===== src/rtl/mgt_pkg.sv =====
package mgt_pkg;

    typedef enum logic [1:0] {
        ST_IDLE   = 2'd0,
        ST_RUN    = 2'd1,
        ST_FROZEN = 2'd2
    } mgt_state_e;

    localparam logic [1:0] SZ_BYTE = 2'd0;
    localparam logic [1:0] SZ_WORD = 2'd1;
    localparam logic [1:0] SZ_LONG = 2'd2;

    localparam logic [1:0] IX_CTRL = 2'd0;
    localparam logic [1:0] IX_MOD  = 2'd1;
    localparam logic [1:0] IX_CNT  = 2'd2;

    localparam int B_EN   = 0;
    localparam int B_RLD  = 1;
    localparam int B_FLAG = 2;
    localparam int B_IE   = 3;
    localparam int B_DBG  = 4;
    localparam int B_DZ   = 5;
    localparam int B_PS   = 8;

endpackage


===== src/rtl/mgt_access.sv =====
module mgt_access
    import mgt_pkg::*;
#(
    parameter int REG_W = 16
) (
    input  logic             clk,
    input  logic             rst_n,
    input  logic             sel,
    input  logic             wr,
    input  logic             super_i,
    input  logic [1:0]       size,
    input  logic [2:0]       addr,
    input  logic [REG_W-1:0] ctrl_v,
    input  logic [REG_W-1:0] mod_v,
    input  logic [REG_W-1:0] cnt_v,
    output logic             wr_ctrl,
    output logic             wr_mod,
    output logic             word_acc,
    output logic             lo_lane,
    output logic [REG_W-1:0] rdata,
    output logic             err
);
    localparam int HALF = REG_W / 2;

    logic [1:0]       idx;
    logic             size_ok;
    logic             acc_ok;
    logic [REG_W-1:0] sel_v;
    logic [REG_W-1:0] rd_v;

    assign idx      = addr[2:1];
    assign word_acc = (size == SZ_WORD);
    assign lo_lane  = addr[0];
    assign size_ok  = (size == SZ_BYTE) || (size == SZ_WORD);
    assign acc_ok   = sel && super_i && size_ok && (idx != 2'd3);
    assign wr_ctrl  = acc_ok && wr && (idx == IX_CTRL);
    assign wr_mod   = acc_ok && wr && (idx == IX_MOD);

    always_comb begin
        unique case (idx)
            IX_CTRL: sel_v = ctrl_v;
            IX_MOD:  sel_v = mod_v;
            IX_CNT:  sel_v = cnt_v;
            default: sel_v = '0;
        endcase
        if (word_acc)
            rd_v = sel_v;
        else if (lo_lane)
            rd_v = {{HALF{1'b0}}, sel_v[HALF-1:0]};
        else
            rd_v = {{HALF{1'b0}}, sel_v[REG_W-1:HALF]};
    end

    always_ff @(posedge clk) begin
        if (!rst_n) begin
            rdata <= '0;
            err   <= 1'b0;
        end else begin
            rdata <= (acc_ok && !wr) ? rd_v : '0;
            err   <= sel && !acc_ok;
        end
    end

    assert_long_rejected_R8: assert property (@(posedge clk) disable iff (!rst_n)
        (sel && size == SZ_LONG) |=> err);

    assert_user_rejected_R9: assert property (@(posedge clk) disable iff (!rst_n)
        (sel && !super_i) |=> (err && rdata == '0));

endmodule


===== src/rtl/mgt_prescale.sv =====
module mgt_prescale #(
    parameter int PS_W = 4
) (
    input  logic            clk,
    input  logic            rst_n,
    input  logic            run,
    input  logic            clr,
    input  logic [PS_W-1:0] ps,
    output logic            tick
);
    localparam int PRE_W = (1 << PS_W) - 1;

    generate
        if (PS_W == 0) begin : g_nodiv
            assign tick = run;
        end else begin : g_div
            logic [PRE_W-1:0] pre_q;
            logic [31:0]      lim;

            assign lim  = (32'd1 << ps) - 32'd1;
            assign tick = run && (32'(pre_q) >= lim);

            always_ff @(posedge clk) begin
                if (!rst_n)
                    pre_q <= '0;
                else if (clr)
                    pre_q <= '0;
                else if (run)
                    pre_q <= tick ? '0 : pre_q + 1'b1;
            end

            assert_phase_held_R5: assert property (@(posedge clk) disable iff (!rst_n)
                (!run && !clr) |=> $stable(pre_q));
        end
    endgenerate

endmodule


===== src/rtl/mgt_fsm.sv =====
module mgt_fsm
    import mgt_pkg::*;
(
    input  logic       clk,
    input  logic       rst_n,
    input  logic       en,
    input  logic       frz,
    output mgt_state_e state_q,
    output logic       run
);
    mgt_state_e state_d;

    always_comb begin
        unique case (state_q)
            ST_IDLE:   state_d = !en ? ST_IDLE : (frz ? ST_FROZEN : ST_RUN);
            ST_RUN:    state_d = !en ? ST_IDLE : (frz ? ST_FROZEN : ST_RUN);
            ST_FROZEN: state_d = !en ? ST_IDLE : (frz ? ST_FROZEN : ST_RUN);
            default:   state_d = ST_IDLE;
        endcase
    end

    always_ff @(posedge clk) begin
        if (!rst_n)
            state_q <= ST_IDLE;
        else
            state_q <= state_d;
    end

    always_comb begin
        run = 1'b0;
        unique case (state_q)
            ST_IDLE:   run = 1'b0;
            ST_RUN:    run = 1'b1;
            ST_FROZEN: run = 1'b0;
            default:   run = 1'b0;
        endcase
    end

    assert_freeze_halts_R5: assert property (@(posedge clk) disable iff (!rst_n)
        frz |=> (state_q != ST_RUN));

endmodule


===== src/rtl/mgt_timer.sv =====
module mgt_timer
    import mgt_pkg::*;
#(
    parameter int REG_W = 16,
    parameter int PS_W  = 4
) (
    input  logic             clk,
    input  logic             rst_n,
    input  logic             md_wait,
    input  logic             md_doze,
    input  logic             md_stop,
    input  logic             md_dbg,
    input  logic             bus_sel,
    input  logic             bus_wr,
    input  logic             bus_super,
    input  logic [1:0]       bus_size,
    input  logic [2:0]       bus_addr,
    input  logic [REG_W-1:0] bus_wdata,
    output logic [REG_W-1:0] bus_rdata,
    output logic             bus_err,
    output logic             irq
);
    localparam int HALF = REG_W / 2;

    logic             en_q, rld_q, ie_q, dbg_q, dz_q, flag_q;
    logic [PS_W-1:0]  ps_q;
    logic [REG_W-1:0] mod_q, cnt_q, ctrl_v;
    logic [REG_W-1:0] new_ctrl, new_mod;
    logic             wr_ctrl, wr_mod, word_acc, lo_lane;
    logic             frz, run, tick;
    logic             en_rise, mod_ld, ld, flag_set, flag_clr;
    mgt_state_e       state_q;

    function automatic logic [REG_W-1:0] lane_merge(
        input logic [REG_W-1:0] cur,
        input logic [REG_W-1:0] wd,
        input logic             word,
        input logic             lo
    );
        if (word)
            return wd;
        else if (lo)
            return {cur[REG_W-1:HALF], wd[HALF-1:0]};
        else
            return {wd[HALF-1:0], cur[HALF-1:0]};
    endfunction

    always_comb begin
        ctrl_v               = '0;
        ctrl_v[B_EN]         = en_q;
        ctrl_v[B_RLD]        = rld_q;
        ctrl_v[B_FLAG]       = flag_q;
        ctrl_v[B_IE]         = ie_q;
        ctrl_v[B_DBG]        = dbg_q;
        ctrl_v[B_DZ]         = dz_q;
        ctrl_v[B_PS +: PS_W] = ps_q;
    end

    mgt_access #(.REG_W(REG_W)) u_access (
        .clk      (clk),
        .rst_n    (rst_n),
        .sel      (bus_sel),
        .wr       (bus_wr),
        .super_i  (bus_super),
        .size     (bus_size),
        .addr     (bus_addr),
        .ctrl_v   (ctrl_v),
        .mod_v    (mod_q),
        .cnt_v    (cnt_q),
        .wr_ctrl  (wr_ctrl),
        .wr_mod   (wr_mod),
        .word_acc (word_acc),
        .lo_lane  (lo_lane),
        .rdata    (bus_rdata),
        .err      (bus_err)
    );

    assign frz = md_stop || (md_doze && dz_q) || (md_dbg && dbg_q);

    mgt_fsm u_fsm (
        .clk     (clk),
        .rst_n   (rst_n),
        .en      (en_q),
        .frz     (frz),
        .state_q (state_q),
        .run     (run)
    );

    assign new_ctrl = lane_merge(ctrl_v, bus_wdata, word_acc, lo_lane);
    assign new_mod  = lane_merge(mod_q, bus_wdata, word_acc, lo_lane);
    assign en_rise  = wr_ctrl && !en_q && new_ctrl[B_EN];
    assign mod_ld   = wr_mod && en_q;
    assign ld       = en_rise || mod_ld;
    assign flag_set = tick && (cnt_q == '0);
    assign flag_clr = wr_ctrl && (word_acc || lo_lane) && bus_wdata[B_FLAG];

    mgt_prescale #(.PS_W(PS_W)) u_prescale (
        .clk   (clk),
        .rst_n (rst_n),
        .run   (run),
        .clr   (ld),
        .ps    (ps_q),
        .tick  (tick)
    );

    always_ff @(posedge clk) begin
        if (!rst_n) begin
            en_q   <= 1'b0;
            rld_q  <= 1'b0;
            ie_q   <= 1'b0;
            dbg_q  <= 1'b0;
            dz_q   <= 1'b0;
            ps_q   <= '0;
            flag_q <= 1'b0;
            mod_q  <= '0;
            cnt_q  <= '0;
        end else begin
            if (wr_ctrl) begin
                en_q  <= new_ctrl[B_EN];
                rld_q <= new_ctrl[B_RLD];
                ie_q  <= new_ctrl[B_IE];
                dbg_q <= new_ctrl[B_DBG];
                dz_q  <= new_ctrl[B_DZ];
                ps_q  <= new_ctrl[B_PS +: PS_W];
            end
            if (flag_set)
                flag_q <= 1'b1;
            else if (flag_clr)
                flag_q <= 1'b0;
            if (wr_mod)
                mod_q <= new_mod;
            if (mod_ld)
                cnt_q <= new_mod;
            else if (en_rise)
                cnt_q <= mod_q;
            else if (tick)
                cnt_q <= (cnt_q == '0) ? (rld_q ? mod_q : '1) : cnt_q - 1'b1;
        end
    end

    assign irq = flag_q && ie_q;

    assert_hold_when_halted_R6: assert property (@(posedge clk) disable iff (!rst_n)
        (state_q != ST_RUN && !ld) |=> $stable(cnt_q));

    assert_flag_on_zero_R2: assert property (@(posedge clk) disable iff (!rst_n)
        $rose(flag_q) |-> $past(run && cnt_q == '0));

    assert_mod_load_R11: assert property (@(posedge clk) disable iff (!rst_n)
        (wr_mod && en_q) |=> (cnt_q == mod_q));

    assert_wait_transparent_R5: assert property (@(posedge clk) disable iff (!rst_n)
        (md_wait && en_q && !frz && !wr_ctrl) |=> (state_q == ST_RUN));

endmodule


===== config.mk =====
export PLATFORM = sky130hd
export DESIGN_NAME = mgt_timer
export DESIGN_NICKNAME = d
export VERILOG_FILES = /design/src/rtl/mgt_pkg.sv /design/src/rtl/mgt_access.sv /design/src/rtl/mgt_prescale.sv /design/src/rtl/mgt_fsm.sv /design/src/rtl/mgt_timer.sv
export SDC_FILE = /design/constraint.sdc
export NUM_CORES = 1
export LEC_CHECK = 0
export ABC_AREA = 1
export BUFFER_PORTS_ARGS = -buffer_cell sky130_fd_sc_hd__buf_2
export CORE_ASPECT_RATIO = 2
export CORE_MARGIN = 2
export CORE_UTILIZATION = 45
export CTS_BUF_LIST = sky130_fd_sc_hd__clkbuf_2 sky130_fd_sc_hd__clkbuf_4 sky130_fd_sc_hd__clkbuf_8
export CTS_CLUSTER_DIAMETER = 40
export CTS_CLUSTER_SIZE = 30
export DETAILED_ROUTE_END_ITERATION = 10
export GPL_ROUTABILITY_DRIVEN = 0
export GPL_TIMING_DRIVEN = 1
export PLACE_DENSITY_LB_ADDON = 0.12
export SLEW_MARGIN = 20
export SYNTH_ARGS = -nofsm -noshare
export SYNTH_HDL_FRONTEND = slang
export SYNTH_HIERARCHICAL = 1
export SYNTH_SLANG_ARGS = --single-unit

===== constraint.sdc =====
create_clock -name clk -period 3.7 [get_ports clk]
set_input_delay 0.185 -clock clk [delete_from_list [all_inputs] [get_ports clk]]
set_output_delay 0.185 -clock clk [all_outputs]
set_load 0.02 [all_outputs]

Word-level counts from Yosys, hierarchy flattened:

Cells that the tools add are included.

* register bits after elaboration: 76

* add/subtract/negate cells: 3
* order comparisons: 1
* eq/ne operators: 7
* shift-type cells: 1
* multiplexer cells: 17
* bitwise gates (word level): 1
* reduce and logical (&&, ||, !) cells: 39

Operator list (count)
* 16-bit 2-to-1 mux: 8
* 16-bit one-hot mux with 3 select lines: 1
* 15-bit by 32-bit greater-or-equal comparator with 1-bit output: 1
* 1-bit by 4-bit left shift with 32-bit output (first input constant): 1
* 32-bit by 1-bit subtractor with 32-bit output (second input constant): 1
* 12-bit 2-to-1 mux: 2
* 1-bit logical AND: 18
* 16-bit logical NOT: 1
* 16-bit by 1-bit subtractor with 16-bit output (second input constant): 1
* 15-bit by 1-bit adder with 15-bit output (second input constant): 1
* 15-bit 2-to-1 mux: 1
* 8-bit 2-to-1 mux: 1
* 2-bit by 1-bit equality test with 1-bit output (second input constant): 3
* 2-bit logical NOT: 3
* 2-bit AND reduction: 3
* 1-bit logical OR: 5
* 2-bit equality test (second input constant): 2
* 2-bit nonzero test: 2
* 1-bit logical NOT: 3
* 1-bit 2-to-1 mux: 3
* 3-bit AND reduction: 1
* 3-bit nonzero test: 1
* 3-bit OR reduction: 1
* 2-bit 2-to-1 mux: 1
* other kinds (4): 4

Longest topological paths before layout:

Gate-level depths: netlist of the first run.

* depth in word-level cells: 10
* mapped depth: 25

Modules after synthesis:

Netlist of the first run, hierarchy kept.

By module, submodules not included
* mgt_timer: instances 1, cells each 385, area each 2506.2 um^2
* mgt_prescale: instances 1, cells each 202, area each 1378.8 um^2
* mgt_access: instances 1, cells each 139, area each 1003.5 um^2
* mgt_fsm: instances 1, cells each 11, area each 73.8 um^2

Worst setup path after synthesis of the first run:

No wires, ideal clock.

* path type: register to register
* start: register ps_q[3]
* end: register cnt_q[0]
* setup time: 0.122 ns
* arrival time: 2.753 ns
* required time: 3.578 ns
* path slack: 0.825 ns
* cell stages (with the launch flop): 23
* buffers on the path: 2
* period minus slack after synthesis: 2.875 ns
* path through: dfxtp_1 > nor3_4 > nand2_1 > ha_1 > nand2_1 > a21oi_1 > nand2_1 > xor2_1 > ha_1 > nand2_1 > nor2_1 > a21oi_1 > nand2_1 > nand2_1 > nand2_1 > nand2_2 > inv_1 > nor2_4 > inv_2 > buf_6 > buf_6 > o21ai_0 > a21oi_1

* longest elaborated chain between the ends: 5

RTL lines
* start, declared: RTL line mgt_timer.sv:26 `logic [PS_W-1:0] ps_q;`
* start signal, assigned: RTL line mgt_timer.sv:124 `ps_q <= new_ctrl[B_PS +: PS_W];`
* 1-bit by 4-bit left shift with 32-bit output: RTL line mgt_prescale.sv:20 `assign lim = (32'd1 << ps) - 32'd1;`
* 32-bit by 1-bit subtractor with 32-bit output: RTL line mgt_prescale.sv:20
* 15-bit by 32-bit greater-or-equal comparator with 1-bit output: RTL line mgt_prescale.sv:21 `assign tick = run && (32'(pre_q) >= lim);`
* 1-bit logical AND: RTL line mgt_prescale.sv:21
* named net tick: RTL line mgt_timer.sv:30 `logic frz, run, tick;`
* 3-bit nonzero test (no source line)
* end signal, assigned: RTL line mgt_timer.sv:133 `cnt_q <= new_mod;`
* end signal, assigned: RTL line mgt_timer.sv:135 `cnt_q <= mod_q;`
* end signal, assigned: RTL line mgt_timer.sv:137 `cnt_q <= (cnt_q == '0) ? (rld_q ? mod_q : '1) : cnt_q - 1'b1;`
* end, declared: RTL line mgt_timer.sv:27 `logic [REG_W-1:0] mod_q, cnt_q, ctrl_v;`

The timed path passes the listed nets, and every way through them passes these cells.
A chain may end at the register's enable or synchronous reset.

Final worst setup path of the first run:

* start: register ps_q[1]
* end: register cnt_q[8]

The elaborated chain is that of the path after synthesis.

==> metrics.log, run 1 <==
INFO  metric final_core_utilization = 50.72%
INFO  metric maxSlewViolCount = 0
INFO  metric htreeDepth = 3
INFO  metric grt.overflow.total = 0
INFO  metric grt_antenna_before_repair = 0
INFO  metric number_of_remaining_drc_errors = 0
INFO  metric min-delay-path-class = input port to flop
INFO  metric post_cts.repair.setup_buffers = 0
INFO  metric synth.lib_cells_used.distinct = 46
INFO  metric die-height = 152.5 µm
INFO  metric power_density = 317.8 mW/mm²
INFO  metric setup_violations = 0
INFO  metric setup_tns = 0 ns
INFO  metric fill_cells = 1152
INFO  metric clock_insertion_delay_worst_skew = 0.36 ns
INFO  metric cts_tree = built
INFO  metric synthesis.area_per_instance = 6.733 µm²
INFO  metric synth_top_cell_area_share = 30.66%
INFO  metric pin_count_of_the_biggest_net_entering_global_routing = 28
INFO  metric fp.coreArea = 0.01081 mm²
INFO  metric place_inst = 911
INFO  metric critPathRequiredTime = 3.95 ns
INFO  metric cp.buffers_inverters = 4
INFO  metric critPathCaptureType = flop
INFO  metric grt_pass1_wl = 25040 µm
INFO  metric cts_num_sinks = 76
INFO  metric initial_core_util = 45.90%
INFO  metric die_x = 78.26 µm
INFO  metric timing.critical_path.slowest_cell_delay = 0.40 ns
INFO  metric dp_hpwl = 12610 µm
INFO  metric seq_area_frac_synth = 30.66%
INFO  metric postLayoutCellArea = 0.005483 mm²
INFO  metric flow.area_growth_from_synthesis = 10.49%
INFO  metric max-vdd-ir-drop = 178.5 µV
INFO  metric timing.final.hold_violations = 0
INFO  metric crit_chain = nor3_4 -> nand2_1 -> ha_1 -> nand2_1 -> a21oi_1 -> nand2_1 -> xor2_1 -> ha_1 -> nand2_1 -> nor3_1 -> nand2_1 -> nand2_1 -> nand2_1 -> nand2_1 -> nand2_2 -> inv_1 -> nor2_4 -> inv_2 -> buf_4 -> o21ai_0 -> inv_1 -> a21oi_1
INFO  metric drive_above_1_share = 13.61%
INFO  metric synth.top_cells.by_area = dfxtp_1, nand2_1, nand3_1
INFO  metric place_area = 0.005259 mm²
INFO  metric pin_count = 48
INFO  metric timing.fmax = 0.3073 GHz
INFO  metric cpLargestDelayFamily = simple AND/OR/NAND/NOR gates
INFO  metric root_buffer = clkbuf_8
INFO  metric synthesis.area = 0.004962 mm²
INFO  metric number_of_synthesis_warnings = 6
INFO  metric site_rows = 54
INFO  metric nets = 832
INFO  metric postSynthRegisterBits = 76
INFO  metric route.antenna.remaining_nets = 0
INFO  metric max_slew.worst_pin.slew = 0.7460 ns
INFO  metric placement.setup.worst_slack = 0.4566 ns
INFO  metric total_die_area = 0.01193 mm²
INFO  metric outcome = completed
INFO  metric clk_transition_reported_paths = 0.09 ns
INFO  metric wl = 16190 µm
INFO  metric total_track_usage = 27.47%
INFO  metric crit_fanout = 17
INFO  metric leakagePower = 2.558 nW
INFO  metric cp_data_arrival_time = 3.50 ns
INFO  metric cts_inserted_buffers = 9
INFO  metric layout_commonest_cell = nand2_1
INFO  metric instances_no_fill = 926
INFO  metric timing_worst_setup_path_type = flop to flop
INFO  metric post_cts_resize_count = 0
INFO  metric dr_total_vias = 5033
INFO  metric area_of_the_multi_input_gates = 0.002908 mm²
INFO  metric postSynthCellCount = 737
INFO  metric drv.max_cap_violation_count = 0
INFO  metric diodes = 0
INFO  metric rsz0062_at_grt = no
INFO  metric final_setup_margin = 0.4453 ns
INFO  metric timing.critical_path.from_type = flop
INFO  metric slowest_stage = dfxtp_1
INFO  metric drt_iter0_markers = 266
INFO  metric mostFrequentLayoutCells = nand2_1, inv_1, dfxtp_1, nand3_1, o21ai_0
INFO  metric period_minus_slack = 3.255 ns
INFO  metric timing.final.crit_share = 87.96%
INFO  metric finalHoldWorstSlack = 0.1165 ns
INFO  metric numPortBuffers = 46
INFO  metric via_per_inst = 5.435
INFO  metric routedWlPerCell = 17.48 µm
INFO  metric clock_tree_buffer_depth = 2
INFO  metric via_count_of_the_first_global_routing_pass = 4770
INFO  metric yosys.area.top_type = dfxtp_1
INFO  metric maxSlewHeadroom = 50.21%
INFO  metric ff_latch_area = 0.001521 mm²
INFO  metric timing.clock.skew = 0.01049 ns
INFO  metric cts_hold_buf = 0
INFO  metric totalPowerFinal = 1.742 mW
INFO  metric critPathMostFrequentCell = nand2_1
INFO  metric drt_pass1_iterations = 5
worst min-delay path, cell delays in order:
cell     delay, ns
buf_2         0.07
a221o_1       0.13
nor2_1        0.05
path summary, 6_finish.rpt:
| kind | start | endpoint | slack (ns) | cells after the start |
|---|---|---|---|---|
| setup / recovery | ps_q[1] | cnt_q[8] | 0.45 | 22 |
| hold / removal | md_stop | u_fsm/state_q[0] | 0.12 | 3 |
| setup reg to reg | ps_q[1] | cnt_q[8] | 0.45 | 22 |
| hold reg to reg | ie_q | ie_q | 0.50 | 2 |
metal layers:
| metal | part of all wire, % | global-route usage, % | vias up |
|---|---|---|---|
| met1 | 33 | 25.58 | 2316 |
| met5 | 0 | 0 | - |
| li1 | - | - | 2498 |
| met3 | 4.5 | 4.265 | 45 |
| met2 | 56 | 53.00 | 174 |
| met4 | 6.4 | 17.79 | 0 |
synth_stat cells (all sizes together):
library cell	count
o32ai	1
a211oi	5
o211ai	6
ha	20
xnor2	8
nor4	3
nor3	3
xor2	16
nand3	71
a31oi	3
o22ai	1
and3	9
nor3b	1
o21ai	66
a21o	1
clkbuf	12
o31ai	1
a221o	1
or2	1
dfxtp	76
a22oi	2
a21boi	1
buf	14
nor2	71
nand2	174
nand4	6
inv	94
conb	1
nand3b	2
and2	1
a21oi	65
clkinv	1
power by group:
group          switching (mW)  internal (mW)  total (mW)
registers             0.00357          0.821       0.825
logic                   0.128         0.0505       0.179
clock network           0.326          0.412       0.739
sequential cells by signal, summed over array words and instances, names as in the netlist:
| signal | cells |
|---|---|
| ps_q | 4 |
| flag_q | 1 |
| u_fsm/state_q | 2 |
| u_access/err | 1 |
| mod_q | 16 |
| ie_q | 1 |
| u_prescale/g_div.pre_q | 15 |
| u_access/rdata | 16 |
| rld_q | 1 |
| dz_q | 1 |
| cnt_q | 16 |
| en_q | 1 |
| dbg_q | 1 |
layout make-up:
cell class / count / area share [%]
Clock buffer: 11 / 2.761
Sequential cell: 76 / 27.75
Multi-Input combinational cell: 545 / 53.04
Clock inverter: 4 / 1.324
Inverter: 95 / 6.504
Tap cell: 140 / 3.195
Timing Repair Buffer: 55 / 5.431
cells by family after synthesis:
kind of cell,share of synthesized area (%)
other,0.07557
AND/OR/NAND/NOR,31.90
XOR/XNOR,4.236
buffers and inverters,11.12
AO/OA/AOI/OAI,16.97
flip-flops,30.66
adder cells (fa/ha/maj),5.043
(Power assumes the default switching activity.)
==> run 2: changes to the inputs <==
--- a/config.mk
+++ b/config.mk
@@ -8,7 +8,7 @@
 export ABC_AREA = 1
 export BUFFER_PORTS_ARGS = -buffer_cell sky130_fd_sc_hd__buf_2
 export CORE_ASPECT_RATIO = 2
-export CORE_MARGIN = 2
+export CORE_MARGIN = 10
 export CORE_UTILIZATION = 45
 export CTS_BUF_LIST = sky130_fd_sc_hd__clkbuf_2 sky130_fd_sc_hd__clkbuf_4 sky130_fd_sc_hd__clkbuf_8
 export CTS_CLUSTER_DIAMETER = 40
==> run 2 against run 1 <==
Worst setup slack hardly changed. Sequential cell count stayed put. Sequential power hardly changed. Combinational power is 4% lower. Maximum frequency hardly changed. Final cell count is 0.11% lower. Global-route usage is 6.6 points lower. Count of clock-buffer cells in the layout stayed put. Critical endpoint is now cnt_q[10]. Largest power group unchanged.
==> metrics.log, run 2 (synthesized netlist as in run 1, its figures left out) <==
INFO  metric maxSlewHeadroom = 54.79% (was 50.21%)
INFO  metric drt_pass1_iterations = 5 (unchanged)
INFO  metric max-vdd-ir-drop = 234.3 µV (was 178.5 µV)
INFO  metric initial_core_util = 45.62% (was 45.90%)
INFO  metric setup_violations = 0 (unchanged)
INFO  metric min_delay_worst_endpoint = u_fsm/state_q[0] (unchanged)
INFO  metric drv.max_cap_violation_count = 0 (unchanged)
INFO  metric htreeDepth = 3 (unchanged)
INFO  metric number_of_remaining_drc_errors = 0 (unchanged)
INFO  metric critPathCaptureType = flop (unchanged)
INFO  metric end_of_the_worst_register_to_register_path = cnt_q[10] (was cnt_q[8])
INFO  metric area_of_the_multi_input_gates = 0.002910 mm² (was 0.002908 mm²)
INFO  metric combinationalPowerShare = 9.9% (was 10.3%)
INFO  metric power_density = 316.5 mW/mm² (was 317.8 mW/mm²)
INFO  metric min-delay-path-class = input port to flop (unchanged)
INFO  metric routedWlPerCell = 17.22 µm (was 17.48 µm)
INFO  metric dr_total_vias = 4991 (was 5033)
INFO  metric rr_worst_depth = 22 (unchanged)
INFO  metric globalRouteMet3Util = 2.747% (was 4.265%)
INFO  metric clock_insertion_delay_worst_skew = 0.36 ns (about the same)
INFO  metric period_minus_slack = 3.255 ns (about the same)
INFO  metric seq_power_share = 47.6% (was 47.3%)
INFO  metric flow.area_growth_from_synthesis = 10.44% (was 10.49%)
INFO  metric total_track_usage = 20.91% (was 27.47%)
INFO  metric timing.critical_path.slowest_cell_delay = 0.44 ns (was 0.40 ns)
INFO  metric site_rows = 54 (unchanged)
INFO  metric layout_commonest_cell = nand2_1 (unchanged)
INFO  metric crit_chain = nor3_4 -> nand2_1 -> ha_2 -> nand2_1 -> a21oi_1 -> nand2_1 -> xor2_1 -> ha_1 -> nand2_1 -> nor3_1 -> nand2_1 -> nand2_1 -> nand2_1 -> nand2_1 -> nand2_2 -> inv_1 -> nor2_4 -> inv_2 -> buf_4 -> o21ai_0 -> inv_1 -> a21oi_1 (was nor3_4 -> nand2_1 -> ha_1 -> nand2_1 -> a21oi_1 -> nand2_1 -> xor2_1 -> ha_1 -> nand2_1 -> nor3_1 -> nand2_1 -> nand2_1 -> nand2_1 -> nand2_1 -> nand2_2 -> inv_1 -> nor2_4 -> inv_2 -> buf_4 -> o21ai_0 -> inv_1 -> a21oi_1)
INFO  metric gr-max-usage-layer = met2 (unchanged)
INFO  metric nets = 830 (was 832)
INFO  metric fill_cells = 1175 (was 1152)
INFO  metric clk_transition_reported_paths = 0.09 ns (about the same)
INFO  metric flop_to_flop_setup_slack = 0.45 ns (about the same)
INFO  metric postLayoutCellArea = 0.005480 mm² (was 0.005483 mm²)
INFO  metric globalRouteMet2Util = 39.08% (was 53.00%)
INFO  metric netSwitchingFraction = 26.30% (was 26.31%)
INFO  metric timing.fmax = 0.3072 GHz (was 0.3073 GHz)
INFO  metric timing.clock.skew = 0.01260 ns (was 0.01049 ns)
INFO  metric cp_num_cells = 22 (unchanged)
INFO  metric cp_data_arrival_time = 3.50 ns (about the same)
INFO  metric root_buffer = clkbuf_8 (unchanged)
INFO  metric diodes = 0 (unchanged)
INFO  metric drive_above_1_share = 13.89% (was 13.61%)
INFO  metric total_die_area = 0.01588 mm² (was 0.01193 mm²)
INFO  metric critPathRequiredTime = 3.95 ns (about the same)
INFO  metric ff_latch_area = 0.001526 mm² (was 0.001521 mm²)
INFO  metric slowest_stage = dfxtp_2 (was dfxtp_1)
INFO  metric grt.overflow.total = 0 (unchanged)
INFO  metric cpLargestDelayFamily = simple AND/OR/NAND/NOR gates (unchanged)
INFO  metric clkPwrFrac = 42.5% (was 42.4%)
INFO  metric cts_inserted_buffers = 9 (unchanged)
INFO  metric pin_count = 48 (unchanged)
INFO  metric max_slew.worst_pin.slew = 0.6774 ns (was 0.7460 ns)
INFO  metric maxSlewViolCount = 0 (unchanged)
INFO  metric rsz0062_at_grt = no (unchanged)
INFO  metric setup_tns = 0 ns (unchanged)
INFO  metric wl = 15930 µm (was 16190 µm)
INFO  metric netSwitchingPower = 456.2 µW (was 458.5 µW)
INFO  metric timing.final.crit_share = 87.97% (was 87.96%)
INFO  metric timing.final.hold_violations = 0 (unchanged)
INFO  metric mostFrequentLayoutCells = nand2_1, inv_1, dfxtp_1, nand3_1, o21ai_0 (unchanged)
INFO  metric clock_tree_buffer_depth = 2 (unchanged)
INFO  metric via_count_of_the_first_global_routing_pass = 5012 (was 4770)
INFO  metric timing.critical_path.from_type = flop (unchanged)
INFO  metric internal_power = 1.278 mW (was 1.284 mW)
INFO  metric grt_antenna_before_repair = 0 (unchanged)
INFO  metric cts_hold_buf = 0 (unchanged)
INFO  metric drt_iter0_markers = 299 (was 266)
INFO  metric cts_num_sinks = 76 (unchanged)
INFO  metric gr-usage-met1 = 19.61% (was 25.58%)
INFO  metric critPathMostFrequentCell = nand2_1 (unchanged)
INFO  metric place_area = 0.005244 mm² (was 0.005259 mm²)
INFO  metric die_x = 94.26 µm (was 78.26 µm)
INFO  metric leakagePower = 2.545 nW (was 2.558 nW)
INFO  metric registers_with_the_highest_flip_flop_counts = cnt_q x16, mod_q x16, u_access/rdata x16 (unchanged)
INFO  metric timing_worst_setup_path_type = flop to flop (unchanged)
INFO  metric die-height = 168.5 µm (was 152.5 µm)
INFO  metric worst_reg2reg_startpoint = ps_q[3] (was ps_q[1])
INFO  metric placement.setup.worst_slack = 0.2506 ns (was 0.4566 ns)
INFO  metric worstHoldStart = md_stop (unchanged)
INFO  metric pin_count_of_the_biggest_net_entering_global_routing = 28 (unchanged)
INFO  metric crit_fanout = 15 (was 17)
INFO  metric cp.buffers_inverters = 4 (unchanged)
INFO  metric outcome = completed (unchanged)
INFO  metric numPortBuffers = 46 (unchanged)
INFO  metric route.antenna.remaining_nets = 0 (unchanged)
INFO  metric via_per_inst = 5.396 (was 5.435)
INFO  metric dp_hpwl = 12590 µm (was 12610 µm)
INFO  metric grt_pass1_wl = 25920 µm (was 25040 µm)
INFO  metric fp.coreArea = 0.01088 mm² (was 0.01081 mm²)
INFO  metric number_of_cells_on_the_worst_hold_path = 3 (unchanged)
INFO  metric cts_tree = built (unchanged)
INFO  metric final_setup_margin = 0.4450 ns (was 0.4453 ns)
run 2: cell count changes in the layout (fill, tap and decap cells not counted):
cell	change
clkinvlp_4	+1
buf_4	-2
dfxtp_2	+1
clkbuf_8	-1
inv_6	+1
clkinv_2	-1
ha_1	-1
dfxtp_4	+1
clkbuf_4	+1
dfxtp_1	-2
ha_2	+1
run 2: worst max-delay path by stage:
stage / startpoint / to / slack (ns)
floorplan: ps_q[3] / cnt_q[0] / 0.82
global placement: ps_q[2] / cnt_q[11] / 0.33
detailed placement: ps_q[2] / cnt_q[10] / 0.25
CTS: ps_q[2] / cnt_q[10] / 0.22
global route: ps_q[3] / cnt_q[8] / 0.05
finish: ps_q[3] / cnt_q[10] / 0.45
run 2: power by group through the flow:
stage	clock network, mW	registers [mW]	logic [mW]
after floorplan	0	0.844	0.121
after global placement	0	0.845	0.169
after detailed placement	0	0.845	0.170
after CTS	0.756	0.826	0.170
after global routing	0.785	0.826	0.193
final	0.737	0.825	0.172
run 2: what timing repair did:
item	4_1_cts	5_1_grt
gates resized for setup	0	4
setup buffers	0	0
setup endpoints to repair	0	16
run 2: tightest hold or removal path: cells and delay by family:
family          cells  cell delay (ns)
compound gates      1             0.11
buf+inv             1             0.08
simple gates        1             0.05
run 2: area by class of cell:
type | count | share of cell area, %
Tap cell | 140 | 3.196
Multi-Input combinational cell | 545 | 53.10
Clock inverter | 5 | 1.530
Sequential cell | 76 | 27.85
Clock buffer | 11 | 2.648
Timing Repair Buffer | 53 | 5.160
Inverter | 95 | 6.507
run 2: metrics by stage:
| stage | power [mW] | utilization [%] | hold slack (ns) | instances |
|---|---|---|---|---|
| 2_1_floorplan | 0.9649 | - | 0.3233 | 742 |
| 3_3_place_gp | 1.014 | 48.21 | 0.4675 | 909 |
| 3_5_place_dp | 1.015 | 48.21 | 0.4726 | 909 |
| 4_1_cts | 1.752 | 50.31 | 0.07913 | 925 |
| 5_1_grt | 1.804 | 50.38 | 0.09514 | 925 |
| 6_report | 1.734 | 50.38 | 0.08790 | 925 |
run 2: layer usage:
metal  vias to the layer above  share of wire [%]
li1                       2493                  -
met1                      2297                 34
met2                       143                 55
met3                        58                3.8
met4                         0                7.5
met5                         -                  0
==> run 3: changes to the inputs <==
--- a/config.mk
+++ b/config.mk
@@ -16,6 +16,8 @@
 export DETAILED_ROUTE_END_ITERATION = 10
 export GPL_ROUTABILITY_DRIVEN = 0
 export GPL_TIMING_DRIVEN = 1
+export HOLD_SLACK_MARGIN = 0.03
+export MAX_ROUTING_LAYER = met4
 export PLACE_DENSITY_LB_ADDON = 0.12
 export SLEW_MARGIN = 20
 export SYNTH_ARGS = -nofsm -noshare
==> constraint.sdc (replaced) <==
create_clock -name clk -period 4.2 [get_ports clk]
set_input_delay 0.21 -clock clk [delete_from_list [all_inputs] [get_ports clk]]
set_output_delay 0.21 -clock clk [all_outputs]
set_load 0.02 [all_outputs]
==> run 3 against run 2 <==
Combinational power shrank 11%. First-iteration DRC count up 1.0%. Non-clock buffer count decreased by 4. Utilization fell by 0.56 points. Register-to-register slack better by 0.02 ns. Sequential share of layout area grew 0.22 points. Worst hold slack gained 0.021 ns.
==> metrics.log, run 3 (synthesized netlist as in run 1, its figures left out) <==
INFO  metric fill_cells = 1159 (was 1175)
INFO  metric layout_commonest_cell = nand2_1 (unchanged)
INFO  metric grt_pass1_wl = 25050 µm (was 25920 µm)
INFO  metric rsz0062_at_grt = no (unchanged)
INFO  metric period_minus_slack = 3.739 ns (was 3.255 ns)
INFO  metric maxSlewHeadroom = 53.37% (was 54.79%)
INFO  metric clock_insertion_delay_worst_skew = 0.37 ns (was 0.36 ns)
INFO  metric max_slew.worst_pin.slew = 0.6987 ns (was 0.6774 ns)
INFO  metric crit_fanout = 29 (was 15)
INFO  metric cts_inserted_buffers = 9 (unchanged)
INFO  metric pin_count = 48 (unchanged)
INFO  metric registers_with_the_highest_flip_flop_counts = cnt_q x16, mod_q x16, u_access/rdata x16 (unchanged)
INFO  metric cts_tree = built (unchanged)
INFO  metric drt_pass1_iterations = 6 (was 5)
INFO  metric post_cts.repair.setup_buffers = 0 (unchanged)
INFO  metric place_area = 0.005214 mm² (was 0.005244 mm²)
INFO  metric timing.critical_path.from_type = flop (unchanged)
INFO  metric drt_iter0_markers = 302 (was 299)
INFO  metric total_track_usage = 20.83% (was 20.91%)
INFO  metric critPathRequiredTime = 4.50 ns (was 3.95 ns)
INFO  metric post_cts_resize_count = 0 (unchanged)
INFO  metric flop_to_flop_setup_slack = 0.46 ns (was 0.45 ns)
INFO  metric die_x = 94.26 µm (unchanged)
INFO  metric postLayoutCellArea = 0.005419 mm² (was 0.005480 mm²)
INFO  metric cts_num_sinks = 76 (unchanged)
INFO  metric maxSlewViolCount = 0 (unchanged)
INFO  metric rr_worst_depth = 22 (unchanged)
INFO  metric grt.overflow.total = 0 (unchanged)
INFO  metric power_density = 272.5 mW/mm² (was 316.5 mW/mm²)
INFO  metric setup_tns = 0 ns (unchanged)
INFO  metric htreeDepth = 3 (unchanged)
INFO  metric leakagePower = 2.517 nW (was 2.545 nW)
INFO  metric timing_worst_setup_path_type = flop to flop (unchanged)
INFO  metric drv.max_cap_violation_count = 0 (unchanged)
INFO  metric number_of_cells_on_the_worst_hold_path = 3 (unchanged)
INFO  metric drive_above_1_share = 13.06% (was 13.89%)
INFO  metric numPortBuffers = 46 (unchanged)
INFO  metric timing.final.crit_share = 89.03% (was 87.97%)
INFO  metric initial_core_util = 45.62% (unchanged)
INFO  metric grt_antenna_before_repair = 0 (unchanged)
INFO  metric dr_total_vias = 5048 (was 4991)
INFO  metric wl = 16110 µm (was 15930 µm)
INFO  metric via_count_of_the_first_global_routing_pass = 4905 (was 5012)
INFO  metric min_delay_worst_endpoint = u_fsm/state_q[0] (unchanged)
INFO  metric diodes = 0 (unchanged)
INFO  metric min-delay-path-class = input port to flop (unchanged)
INFO  metric area_of_the_multi_input_gates = 0.002908 mm² (was 0.002910 mm²)
INFO  metric ff_latch_area = 0.001521 mm² (was 0.001526 mm²)
INFO  metric worst_reg2reg_startpoint = ps_q[2] (was ps_q[3])
INFO  metric pin_count_of_the_biggest_net_entering_global_routing = 30 (was 28)
INFO  metric cp_data_arrival_time = 4.04 ns (was 3.50 ns)
INFO  metric worstHoldStart = md_stop (unchanged)
INFO  metric cts_hold_buf = 0 (unchanged)
INFO  metric nets = 826 (was 830)
INFO  metric fp.coreArea = 0.01088 mm² (unchanged)
INFO  metric end_of_the_worst_register_to_register_path = cnt_q[13] (was cnt_q[10])
INFO  metric max-vdd-ir-drop = 198.5 µV (was 234.3 µV)
INFO  metric setup_violations = 0 (unchanged)
INFO  metric site_rows = 54 (unchanged)
INFO  metric total_die_area = 0.01588 mm² (unchanged)
INFO  metric clock_tree_buffer_depth = 2 (unchanged)
INFO  metric critPathCaptureType = flop (unchanged)
INFO  metric timing.final.hold_violations = 0 (unchanged)
INFO  metric flow.area_growth_from_synthesis = 9.203% (was 10.44%)
INFO  metric number_of_remaining_drc_errors = 0 (unchanged)
INFO  metric dp_hpwl = 12570 µm (was 12590 µm)
INFO  metric die-height = 168.5 µm (unchanged)
INFO  metric timing.clock.skew = 0.01574 ns (was 0.01260 ns)
INFO  metric routedWlPerCell = 17.49 µm (was 17.22 µm)
INFO  metric mostFrequentLayoutCells = nand2_1, inv_1, dfxtp_1, nand3_1, o21ai_0 (unchanged)
INFO  metric timing.fmax = 0.2674 GHz (was 0.3072 GHz)
INFO  metric clk_transition_reported_paths = 0.09 ns (about the same)
INFO  metric outcome = completed (unchanged)
INFO  metric route.antenna.remaining_nets = 0 (unchanged)
INFO  metric via_per_inst = 5.481 (was 5.396)
INFO  metric root_buffer = clkbuf_8 (unchanged)
## run 3: through the flow
step / hold slack (ns) / worst slack [ns] / cells / util (%) / total power [mW]
after floorplan: 0.3483 / 1.325 / 742 / - / 0.8500
after detailed placement: 0.4961 / 0.5659 / 905 / 47.93 / 0.8949
after CTS: 0.09280 / 0.5537 / 921 / 49.82 / 1.486
after global placement: 0.4936 / 0.6103 / 905 / 47.93 / 0.8923
after global routing: 0.1068 / 0.04513 / 921 / 49.82 / 1.532
final: 0.1090 / 0.4605 / 921 / 49.82 / 1.477
## run 3: report_power, final
group          internal (mW)  switching (mW)  total [mW]
Clock                  0.300           0.296       0.596
Sequential             0.724         0.00437       0.728
Combinational         0.0431           0.110       0.153
Total                   1.07           0.411        1.48
## run 3: per-layer routing
metal,track usage (%),part of all wire [%]
met2,37.94,54
met4,14.75,7.7
met5,-,0
met3,3.500,3.8
met1,18.51,34
## run 3: final cells by class
type                    instances  area share, %
multi-input cells             545          53.66
clock inverters                 5          1.108
well taps                     140          3.233
flip-flops and latches         76          28.08
inverters                      95          6.580
repair buffers                 49          4.664
clock buffers                  11          2.678
## run 3: worst max-delay path by stage
stage	from	end	slack, ns	cells past startpoint
floorplan	ps_q[3]	cnt_q[0]	1.32	22
global placement	ps_q[2]	cnt_q[13]	0.61	22
detailed placement	ps_q[2]	cnt_q[12]	0.57	22
CTS	ps_q[2]	cnt_q[13]	0.55	22
global route	ps_q[2]	cnt_q[13]	0.05	22
finish	ps_q[2]	cnt_q[13]	0.46	22
## run 3: critical path: stages (launching register included)
cell and delay [ns]:
dfxtp_1 0.58, nor3_4 0.08, nand2_1 0.11, ha_1 0.27, nand2_1 0.13, a21oi_1 0.20, nand2_1 0.09, xor2_1 0.16
ha_1 0.27, nand2_1 0.06, nor3_1 0.34, nand2_1 0.09, nand2_1 0.06, nand2_1 0.04, nand2_1 0.07, nand2_2 0.11
inv_1 0.16, nor2_4 0.07, inv_2 0.36, o21ai_0 0.17, inv_1 0.08, nand2_1 0.05, a21oi_1 0.11
